### src/rtl/mem_remap_pkg.sv
package mem_remap_pkg;
  typedef enum logic [2:0] {
    TGT_NONE  = 3'd0,
    TGT_RAM   = 3'd1,
    TGT_ROM   = 3'd2,
    TGT_VIDEO = 3'd3,
    TGT_CHAN  = 3'd4
  } tgt_e;

  localparam logic [1:0] CFG_MEMEN = 2'd0;
  localparam logic [1:0] CFG_CARD  = 2'd1;
  localparam logic [1:0] CFG_CTRL  = 2'd2;

  localparam int MB_PER_CARD = 2;

  // installed megabytes for a card ID
  function automatic logic [1:0] card_mb(input logic [3:0] id);
    case (id)
      4'b0001, 4'b0101: card_mb = 2'd2;
      4'b0010, 4'b0110: card_mb = 2'd1;
      default:          card_mb = 2'd0;
    endcase
  endfunction
endpackage

### src/rtl/mem_remap_regs.sv
module mem_remap_regs
  import mem_remap_pkg::*;
#(
  parameter int N_CONN = 2
) (
  input  logic                    clk_i,
  input  logic                    rst_ni,
  input  logic                    we_i,
  input  logic [1:0]              addr_i,
  input  logic [7:0]              wdata_i,
  input  logic [N_CONN*4-1:0]     card_id_i,
  output logic [7:0]              rdata_o,
  output logic                    mem_on_o,
  output logic [N_CONN-1:0][1:0]  card_en_o,
  output logic                    rom_en_o,
  output logic                    split_dis_o
);
  logic                   mem_on_q, rom_en_q, split_dis_q;
  logic [2:0]             sel_q;
  logic [N_CONN-1:0][1:0] card_en_q;
  logic                   unused_wdata;

  assign unused_wdata = ^{wdata_i[7:6], wdata_i[3]};

  always_ff @(posedge clk_i or negedge rst_ni) begin
    if (!rst_ni) begin
      mem_on_q    <= 1'b1;
      rom_en_q    <= 1'b1;
      split_dis_q <= 1'b0;
      sel_q       <= 3'd0;
      card_en_q   <= '1;
    end else if (we_i) begin
      case (addr_i)
        CFG_MEMEN: mem_on_q <= wdata_i[0];
        CFG_CTRL: begin
          split_dis_q <= wdata_i[5];
          // ROM may only be turned off once the split RAM is already on
          rom_en_q    <= wdata_i[4] | (rom_en_q & split_dis_q);
          sel_q       <= wdata_i[2:0];
        end
        CFG_CARD: begin
          for (int c = 0; c < N_CONN; c++)
            if (sel_q == 3'(c)) card_en_q[c] <= wdata_i[1:0];
        end
        default: ;
      endcase
    end
  end

  always_comb begin
    rdata_o = 8'h00;
    case (addr_i)
      CFG_MEMEN: rdata_o = {7'd0, mem_on_q};
      CFG_CTRL:  rdata_o = {2'b00, split_dis_q, rom_en_q, 1'b1, sel_q};
      CFG_CARD: begin
        rdata_o = 8'hFF;
        for (int c = 0; c < N_CONN; c++)
          if (sel_q == 3'(c)) rdata_o = {card_id_i[4*c +: 4], 2'b00, card_en_q[c]};
      end
      default: ;
    endcase
  end

  assign mem_on_o    = mem_on_q;
  assign card_en_o   = card_en_q;
  assign rom_en_o    = rom_en_q;
  assign split_dis_o = split_dis_q;
endmodule

### src/rtl/mem_remap_blocks.sv
module mem_remap_blocks
  import mem_remap_pkg::*;
#(
  parameter int N_CONN = 2,
  localparam int N_BLK = N_CONN * MB_PER_CARD
) (
  input  logic                   mem_on_i,
  input  logic [N_CONN-1:0][1:0] card_en_i,
  input  logic [N_CONN*4-1:0]    card_id_i,
  output logic [N_BLK-1:0]       blk_en_o
);
  for (genvar c = 0; c < N_CONN; c++) begin : g_conn
    logic [1:0] cap;
    assign cap = card_mb(card_id_i[4*c +: 4]);
    assign blk_en_o[2*c]   = mem_on_i & card_en_i[c][0] & (cap != 2'd0);
    assign blk_en_o[2*c+1] = mem_on_i & card_en_i[c][1] & (cap == 2'd2);
  end
endmodule

### src/rtl/mem_remap_decode.sv
module mem_remap_decode
  import mem_remap_pkg::*;
#(
  parameter int ADDR_W = 24,
  parameter int N_BLK  = 4,
  localparam int MB_W  = ADDR_W - 20,
  localparam int BLK_W = $clog2(N_BLK)
) (
  input  logic [ADDR_W-1:0] addr_i,
  input  logic              wr_i,
  input  logic [N_BLK-1:0]  blk_en_i,
  input  logic              rom_en_i,
  input  logic              split_dis_i,
  output tgt_e              tgt_o,
  output logic [BLK_W-1:0]  blk_o,
  output logic [19:0]       off_o
);
  localparam logic [MB_W:0] ONE = 1;

  logic [MB_W-1:0] mb;
  logic            low, rom_win, shadow_on, pk_hit, split_hit;
  logic [MB_W:0]   cnt, rank;
  logic [BLK_W-1:0] pk_blk;

  assign mb        = addr_i[ADDR_W-1:20];
  assign low       = (mb == '0);
  assign rom_win   = (low && addr_i[19:17] == 3'b111) || (&addr_i[ADDR_W-1:17]);
  assign shadow_on = blk_en_i[0] & ~split_dis_i;

  // rank search over blocks 1..N_BLK-1; block 0 is the low megabyte
  always_comb begin
    cnt    = '0;
    pk_hit = 1'b0;
    pk_blk = '0;
    rank   = {1'b0, mb} - ONE;
    for (int p = 1; p < N_BLK; p++) begin
      if (blk_en_i[p]) begin
        if (!pk_hit && cnt == rank) begin
          pk_hit = 1'b1;
          pk_blk = BLK_W'(p);
        end
        cnt = cnt + ONE;
      end
    end
    split_hit = shadow_on && ({1'b0, mb} == cnt + ONE) && (addr_i[19:18] == 2'b00);
  end

  always_comb begin
    tgt_o = TGT_NONE;
    blk_o = '0;
    off_o = '0;
    if (rom_win) begin
      if (!wr_i && rom_en_i) tgt_o = TGT_ROM;
      else if (wr_i && !rom_en_i) tgt_o = TGT_NONE;
      else if (shadow_on) begin
        tgt_o = TGT_RAM;
        off_o = {3'b111, addr_i[16:0]};
      end
    end else if (low) begin
      if (addr_i[19:0] < 20'hA0000) begin
        if (blk_en_i[0]) begin
          tgt_o = TGT_RAM;
          off_o = addr_i[19:0];
        end else tgt_o = TGT_CHAN;
      end else if (addr_i[19:0] < 20'hC0000) tgt_o = TGT_VIDEO;
      else tgt_o = TGT_CHAN;
    end else if (pk_hit) begin
      tgt_o = TGT_RAM;
      blk_o = pk_blk;
      off_o = addr_i[19:0];
    end else if (split_hit) begin
      tgt_o = TGT_RAM;
      off_o = 20'hA0000 + {2'b00, addr_i[17:0]};
    end else tgt_o = TGT_CHAN;
  end
endmodule

### src/rtl/mem_remap.sv
module mem_remap
  import mem_remap_pkg::*;
#(
  parameter int ADDR_W = 24,
  parameter int N_CONN = 2,
  localparam int N_BLK = N_CONN * MB_PER_CARD,
  localparam int BLK_W = $clog2(N_BLK)
) (
  input  logic                clk_i,
  input  logic                rst_ni,
  input  logic                cfg_we_i,
  input  logic [1:0]          cfg_addr_i,
  input  logic [7:0]          cfg_wdata_i,
  output logic [7:0]          cfg_rdata_o,
  input  logic [N_CONN*4-1:0] card_id_i,
  input  logic [ADDR_W-1:0]   addr_i,
  input  logic                wr_i,
  output logic [2:0]          tgt_o,
  output logic [BLK_W-1:0]    ram_blk_o,
  output logic [19:0]         ram_off_o,
  output logic                rom_sel_o
);
  logic                   mem_on, rom_en, split_dis;
  logic [N_CONN-1:0][1:0] card_en;
  logic [N_BLK-1:0]       blk_en;
  tgt_e                   tgt;

  mem_remap_regs #(.N_CONN(N_CONN)) u_regs (
    .clk_i, .rst_ni,
    .we_i(cfg_we_i), .addr_i(cfg_addr_i), .wdata_i(cfg_wdata_i),
    .card_id_i, .rdata_o(cfg_rdata_o),
    .mem_on_o(mem_on), .card_en_o(card_en),
    .rom_en_o(rom_en), .split_dis_o(split_dis)
  );

  mem_remap_blocks #(.N_CONN(N_CONN)) u_blocks (
    .mem_on_i(mem_on), .card_en_i(card_en), .card_id_i, .blk_en_o(blk_en)
  );

  mem_remap_decode #(.ADDR_W(ADDR_W), .N_BLK(N_BLK)) u_dec (
    .addr_i, .wr_i, .blk_en_i(blk_en), .rom_en_i(rom_en),
    .split_dis_i(split_dis), .tgt_o(tgt), .blk_o(ram_blk_o), .off_o(ram_off_o)
  );

  assign tgt_o     = tgt;
  assign rom_sel_o = (tgt == TGT_ROM);
endmodule

### config.mk
export PLATFORM = sky130hd
export DESIGN_NAME = mem_remap
export DESIGN_NICKNAME = d
export VERILOG_FILES = /design/src/rtl/mem_remap_pkg.sv /design/src/rtl/mem_remap_regs.sv /design/src/rtl/mem_remap_blocks.sv /design/src/rtl/mem_remap_decode.sv /design/src/rtl/mem_remap.sv
export SDC_FILE = /design/constraint.sdc
export NUM_CORES = 1
export LEC_CHECK = 0
export ABC_CLOCK_PERIOD_IN_PS = 3600
export BUFFER_PORTS_ARGS = -buffer_cell sky130_fd_sc_hd__buf_2
export CELL_PAD_IN_SITES_DETAIL_PLACEMENT = 2
export CELL_PAD_IN_SITES_GLOBAL_PLACEMENT = 2
export CORE_MARGIN = 2
export CORE_UTILIZATION = 20
export DETAILED_ROUTE_END_ITERATION = 10
export PLACE_DENSITY = 0.78
export SLEW_MARGIN = 20
export SYNTH_ARGS = -nofsm -noshare
export SYNTH_HDL_FRONTEND = slang
export SYNTH_SLANG_ARGS = --single-unit
### constraint.sdc
create_clock -name clk_i -period 3.6 [get_ports clk_i]
set_input_delay 0.72 -clock clk_i [delete_from_list [all_inputs] [get_ports clk_i]]
set_output_delay 0.72 -clock clk_i [all_outputs]
set_load 0.01 [all_outputs]
**Word-level counts from Yosys, hierarchy flattened**

Cells that the tools add are included.

- Output and inout port bits: 34
- Bits of input ports: 46
- Word-level logic and storage cells: 113
- Bits in registers: 10

- Eq/ne operators: 18
- Bitwise gates (word level): 12
- Magnitude comparators: 2
- Mux-type cells: 42
- Add/subtract/negate cells: 5
- Reduce and logical (&&, ||, !) cells: 28

Operators by type and width:

| kind | count |
|---|---|
| $mux W20 | 9 |
| $lt A20 B20 Y1 const B | 2 |
| $mux W3 | 9 |
| $pmux W8 S3 | 1 |
| $add A20 B18 Y20 const A | 1 |
| $eq A4 B3 Y1 const B | 4 |
| $mux W2 | 8 |
| $mux W8 | 2 |
| $add A5 B1 Y5 const B | 2 |
| $and A1 B1 Y1 | 10 |
| $mux W5 | 2 |
| $mux W1 | 9 |
| $eq A4 B1 Y1 const B | 2 |
| $eq A4 B2 Y1 const B | 2 |
| $pmux W2 S2 | 2 |
| $reduce_or A2 Y1 | 4 |
| $logic_and A1 B1 Y1 | 7 |
| $reduce_and A7 Y1 | 1 |
| $eq A2 B2 Y1 const B | 3 |
| $reduce_and A3 Y1 | 2 |
| $eq A1 B5 Y1 | 1 |
| $eq A4 B5 Y1 | 1 |
| $eq A5 B5 Y1 | 1 |
| $logic_not A5 Y1 | 1 |
| 15 further kinds | 21 |

**Logic depth before layout (Yosys ltp)**

- Word-level depth: 19
- Gate-level depth with buffers: 13

**Cells and area by module**

From an unflattened synthesis, not the netlist that was laid out.

- Cell total of the unflattened synthesis: 166
- Area, all modules: 1,381.3 um2

By module, submodules not included:

| module | seq. area each (um2) | times used | cells an instance | area an instance (um2) |
|---|---|---|---|---|
| mem_remap_decode | 0.0 | 1 | 103 | 711.9 |
| mem_remap_regs | 257.7 | 1 | 54 | 594.3 |
| mem_remap_blocks | 0.0 | 1 | 8 | 62.6 |
| mem_remap | 0.0 | 1 | 1 | 12.5 |

**Least setup slack after synthesis**

Ideal clock, no wire load.

- Path kind: input to output
- From: input card_id_i[0]
- To: output ram_off_o[10]
- Data arrival time: 3,113 ps
- Path buffers: 1
- Stages on the path: 12
- Path slack: -233 ps
- Cell sequence: nor2b_1 -> and3_1 -> ha_1 -> xnor2_1 -> ha_1 -> xnor2_1 -> mux2_4 -> a211oi_2 -> a21oi_1 -> o21ai_2 -> buf_6 -> and2_1

- Longest elaborated chain between the ends: 18
- Elaborated cells on any way between the ends: 41
- Those cells by class: add/sub (3); eq/ne (8); mux (18); bitwise (3); reduce/logical (9)

Ends and longest elaborated chain:

| what | RTL line | RTL |
|---|---|---|
| from (decl) | mem_remap.sv:15 | `input logic [N_CONN*4-1:0] card_id_i,` |
| $eq A4 B2 Y1 (tied with other cells) | mem_remap_pkg.sv:18 | `case (id)` |
| $reduce_or A2 Y1 | mem_remap_pkg.sv:18 |  |
| $pmux W2 S2 (*) | mem_remap_pkg.sv:18 |  |
| $eq A2 B2 Y1 | mem_remap_blocks.sv:16 | `assign blk_en_o[2*c+1] = mem_on_i & card_en_i[c][1] & (cap == 2'd2);` |
| $and A1 B1 Y1 | mem_remap_blocks.sv:16 |  |
| $mux W1 | mem_remap_decode.sv:37 | `if (blk_en_i[p]) begin` |
| $add A1 B1 Y2 | mem_remap_decode.sv:42 | `cnt = cnt + ONE;` |
| $mux W5 | mem_remap_decode.sv:37 |  |
| $add A5 B1 Y5 | mem_remap_decode.sv:42 |  |
| $mux W5 | mem_remap_decode.sv:37 |  |
| $add A5 B1 Y5 | mem_remap_decode.sv:45 | `split_hit = shadow_on && ({1'b0, mb} == cnt + ONE) && (addr_i[19:18] == 2'b00);` |
| $eq A4 B5 Y1 | mem_remap_decode.sv:45 |  |
| $logic_and A1 B1 Y1 (2 in a row) | mem_remap_decode.sv:45 |  |
| $mux W20 | mem_remap_decode.sv:71 | `end else if (split_hit) begin` |
| $mux W20 | mem_remap_decode.sv:67 | `end else if (pk_hit) begin` |
| $mux W20 | mem_remap_decode.sv:59 | `end else if (low) begin` |
| $mux W20 (*) | mem_remap_decode.sv:52 | `if (rom_win) begin` |
| to (decl) | mem_remap.sv:20 | `output logic [19:0] ram_off_o,` |

Mark *: on every way between the ends. The rest lies on a longest branch, timed or not.

**Final worst setup path**

- From: input card_id_i[3]
- To: output ram_off_o[11]

Same word-level chain as after synthesis.

==> impl_metrics.toml <==
[outcome]
status = "finished, violations left"
failed_checks = "setup timing"

[sta]
period_needed_ns = 3.97
fin_skew_ns = 0.00700
slew_violations = 0
setup_slack_ns = -0.374
hold_viol_final = 0
finalCritPeriodShare = 1.10
rsz0062_at_grt = "true"
slew_headroom = 0.662
setup_viol = 22
max_freq_ghz = 0.252
tightest_slew_ns = 0.506

[power]
pwr-share-comb = 0.439
fin_total_pwr_w = 0.000587
vdd.ir_drop.worst_mv = 0.230
switching_share = 0.362
seq_power_share = 0.348
p_int_w = 0.000375
switchingPower_w = 0.000212
pwr-share-clk = 0.212
power_density_nw_per_um2 = 254
p_leak_nw = 1.10

[routing]
drt_first_pass_iters = 4
routed_wl_um = 5760
ant_nets = 0
vias = 1721
post_drt_wl_per_cell_um = 16.5
vias_per_cell = 4.95
post-route-drc-count = 0
drt_iter0_markers = 29

[synthesis]
synthCells = 168
ys_ff_latch = 10
syn_area_per_cell_sq_um = 8.01
synth_cell_types = 49
synth_area_sq_um = 1350
synth-async-reset-ratio = 1.00
synth_area_leaders = "dfstp_2, and2_1, mux2_2"
synthesis.nets = 220
ys_top_cells_by_count = "and2_1, nand2_1, nor2_1"
yosys_warnings = 0
synth_top_cell_area_share = 0.117
synth_edf_count = 0
ys_seq_area_frac = 0.192
synth.most_common_cell = "and2_1"
synth_top_cell_by_area = "dfstp_2"
synth-main-ff-cell = "dfstp_2"

[layout]
fillers = 744
stdcell_count = 348
stdcell_area_sq_um = 2310
drive_above_1_share = 0.594
fin_util = 0.359
multi_input_area_sq_um = 1170
num_antenna_cells = 0
regArea_sq_um = 258
syn2layout_area_growth_pct = 71.4
final_nets = 324

[clock_network]
cts_made_buffers = 3
htree_levels = 1
max-clock-path-buffers = 2
tritoncts = "done"
cts_root_buf = "clkbuf_8"
clock_sinks = 10
clkSlewWorstSetupHoldPaths_ns = 0.05
clkLatencyLatePin_ns = 0.24

[placed_design]
placed_cell_area_sq_um = 2040
dp_hpwl_um = 4650
dp.cells = 340
place_congestion = 0.815
numPortBuffers = 76

[floorplanning]
rows = 29
coreArea_sq_um = 6420
start_util = 0.209
die_height_um = 86.0
num_io_pins = 80
die_x_um = 86.0
design.die.area_sq_um = 7400

[global_route]
grt_pass1_vias = 1861
grtUsageMet1 = 0.187
grt_use_met2 = 0.283
grt_overflow = 0
antenna_found_initial = 0
grtUsageTotal = 0.153
grt_pass1_wl_um = 9120
grt_max_degree = 18
grt_util_met3 = 0.0144
grt_busiest_layer = "met2"

[worst_setup_path]
cp_slowest_cell = "mux2_4"
worstSetupStartpointType = "input port"
cp_top_family = "compound AO/OA/AOI/OAI gates"
cp_max_fo = 8
ff2ff_path_depth = 3
critPathKind = "input port to primary output"
worst_ep_arrival_time_ns = 3.25
cp-end-kind = "primary output"
critPathMaxStageDelay_ns = 0.34
cp.required_ns = 2.88
path_buf_inv = 4
path_cells = "buf_2 -> nor2b_2 -> and3_4 -> inv_1 -> ha_2 -> o21ai_2 -> ha_2 -> xnor2_2 -> mux2_4 -> a211oi_4 -> a21oi_2 -> o21ai_4 -> clkbuf_16 -> and2_4 -> buf_6"
cpMostUsedCell = "ha_2"
path_depth = 15

[run]
maxCapViolations = 0

[hold_path]
min_path_type = "input port to async pin"
-- layout make-up --
class	count	share of cell area
Multi-Input combinational cell	148	0.508
Inverter	5	0.00814
Clock buffer	4	0.0195
Tap cell	77	0.0418
Timing Repair Buffer	104	0.310
Sequential cell	10	0.112
-- path summary, 6_finish.rpt --
kind / from / to / slack (ns)
min in group clk_i: u_regs.rom_en_o / u_regs.rom_en_o / 0.50
min reg2reg: u_regs.rom_en_o / u_regs.rom_en_o / 0.50
min: rst_ni / u_regs.sel_q[1] / 0.34
max: card_id_i[3] / ram_off_o[11] / -0.37
max in group asynchronous: rst_ni / u_regs.card_en_o[2] / 2.99
max reg2reg: u_regs.sel_q[1] / u_regs.card_en_o[0] / 2.01
-- metrics by stage --
stage          TNS (ns)  hold WS, ns  setup WS [ns]
2_1_floorplan    -0.705        0.424        -0.0705
5_1_grt          -10.03        0.346         -0.504
3_5_place_dp     -10.38        0.498         -0.517
6_report          -6.96        0.339         -0.374
4_1_cts           -7.30        0.335         -0.361
3_3_place_gp      -8.52        0.485         -0.405
-- cells in the final DEF, fill, tap and decap left out, types with 2 or more instances in the layout --
| cell | synthesis | routed |
|---|---|---|
| ha_2 | 0 | 2 |
| o21a_1 | 2 | 2 |
| buf_4 | 0 | 25 |
| nor2b_1 | 5 | 2 |
| nand2b_1 | 3 | 3 |
| and2_1 | 20 | 8 |
| o21ai_2 | 1 | 2 |
| and3_4 | 0 | 2 |
| o21ai_0 | 10 | 8 |
| and3_1 | 4 | 2 |
| inv_1 | 5 | 4 |
| mux2i_1 | 2 | 2 |
| buf_2 | 1 | 62 |
| a21oi_1 | 5 | 4 |
| dfstp_2 | 6 | 6 |
| nand3b_1 | 2 | 2 |
| dfrtp_1 | 4 | 4 |
| nor3_1 | 2 | 2 |
| buf_6 | 3 | 14 |
| nand3_1 | 3 | 2 |
| xnor2_2 | 0 | 2 |
| and2_4 | 0 | 12 |
| mux2_2 | 9 | 9 |
| clkbuf_8 | 0 | 3 |
| o22ai_1 | 7 | 7 |
| nor2_1 | 11 | 11 |
| nand2_1 | 18 | 17 |
| nor2b_2 | 0 | 2 |
| xor2_1 | 6 | 5 |
| nand4_1 | 6 | 6 |
| ha_1 | 6 | 3 |
-- per-layer routing --
metal | part of all wire | vias to the layer above
met1 | 0.42 | 830
met4 | 0.018 | 0
met3 | 0.044 | 9
met5 | 0 | -
li1 | - | 819
met2 | 0.51 | 63
-- cells by family after synthesis --
group	after synthesis	synth area share
AO/OA/AOI/OAI	40	0.207
buffers and inverters	10	0.0456
adder cells (fa/ha/maj)	6	0.0558
flip-flops	10	0.192
XOR/XNOR	9	0.0586
AND/OR/NAND/NOR	81	0.340
multiplexers	12	0.101
-- sequential cells by signal, summed over array words and instances, names as in the netlist --
| register | count |
|---|---|
| u_regs.card_en_o | 4 |
| u_regs.mem_on_o | 1 |
| u_regs.rom_en_o | 1 |
| u_regs.sel_q | 3 |
| u_regs.split_dis_o | 1 |
-- power by group through the flow --
stage          clock [W]  sequential [W]  combinational [W]
2_1_floorplan          0        0.000194           0.000135
3_3_place_gp           0        0.000199           0.000232
5_1_grt         0.000134        0.000212           0.000286
3_5_place_dp           0        0.000203           0.000242
4_1_cts         0.000130        0.000202           0.000254
6_report        0.000124        0.000204           0.000258
-- timing repair --
item                                    4_1_cts  5_1_grt
buffers inserted                              2        1
cloned                                        0        1
pin swaps                                     3        6
hold buffers                                  0        0
hold endpoints to repair                      0        0
resized for setup                            27        8
endpoints found under the setup margin       22       22
(Power assumes the default switching activity.)
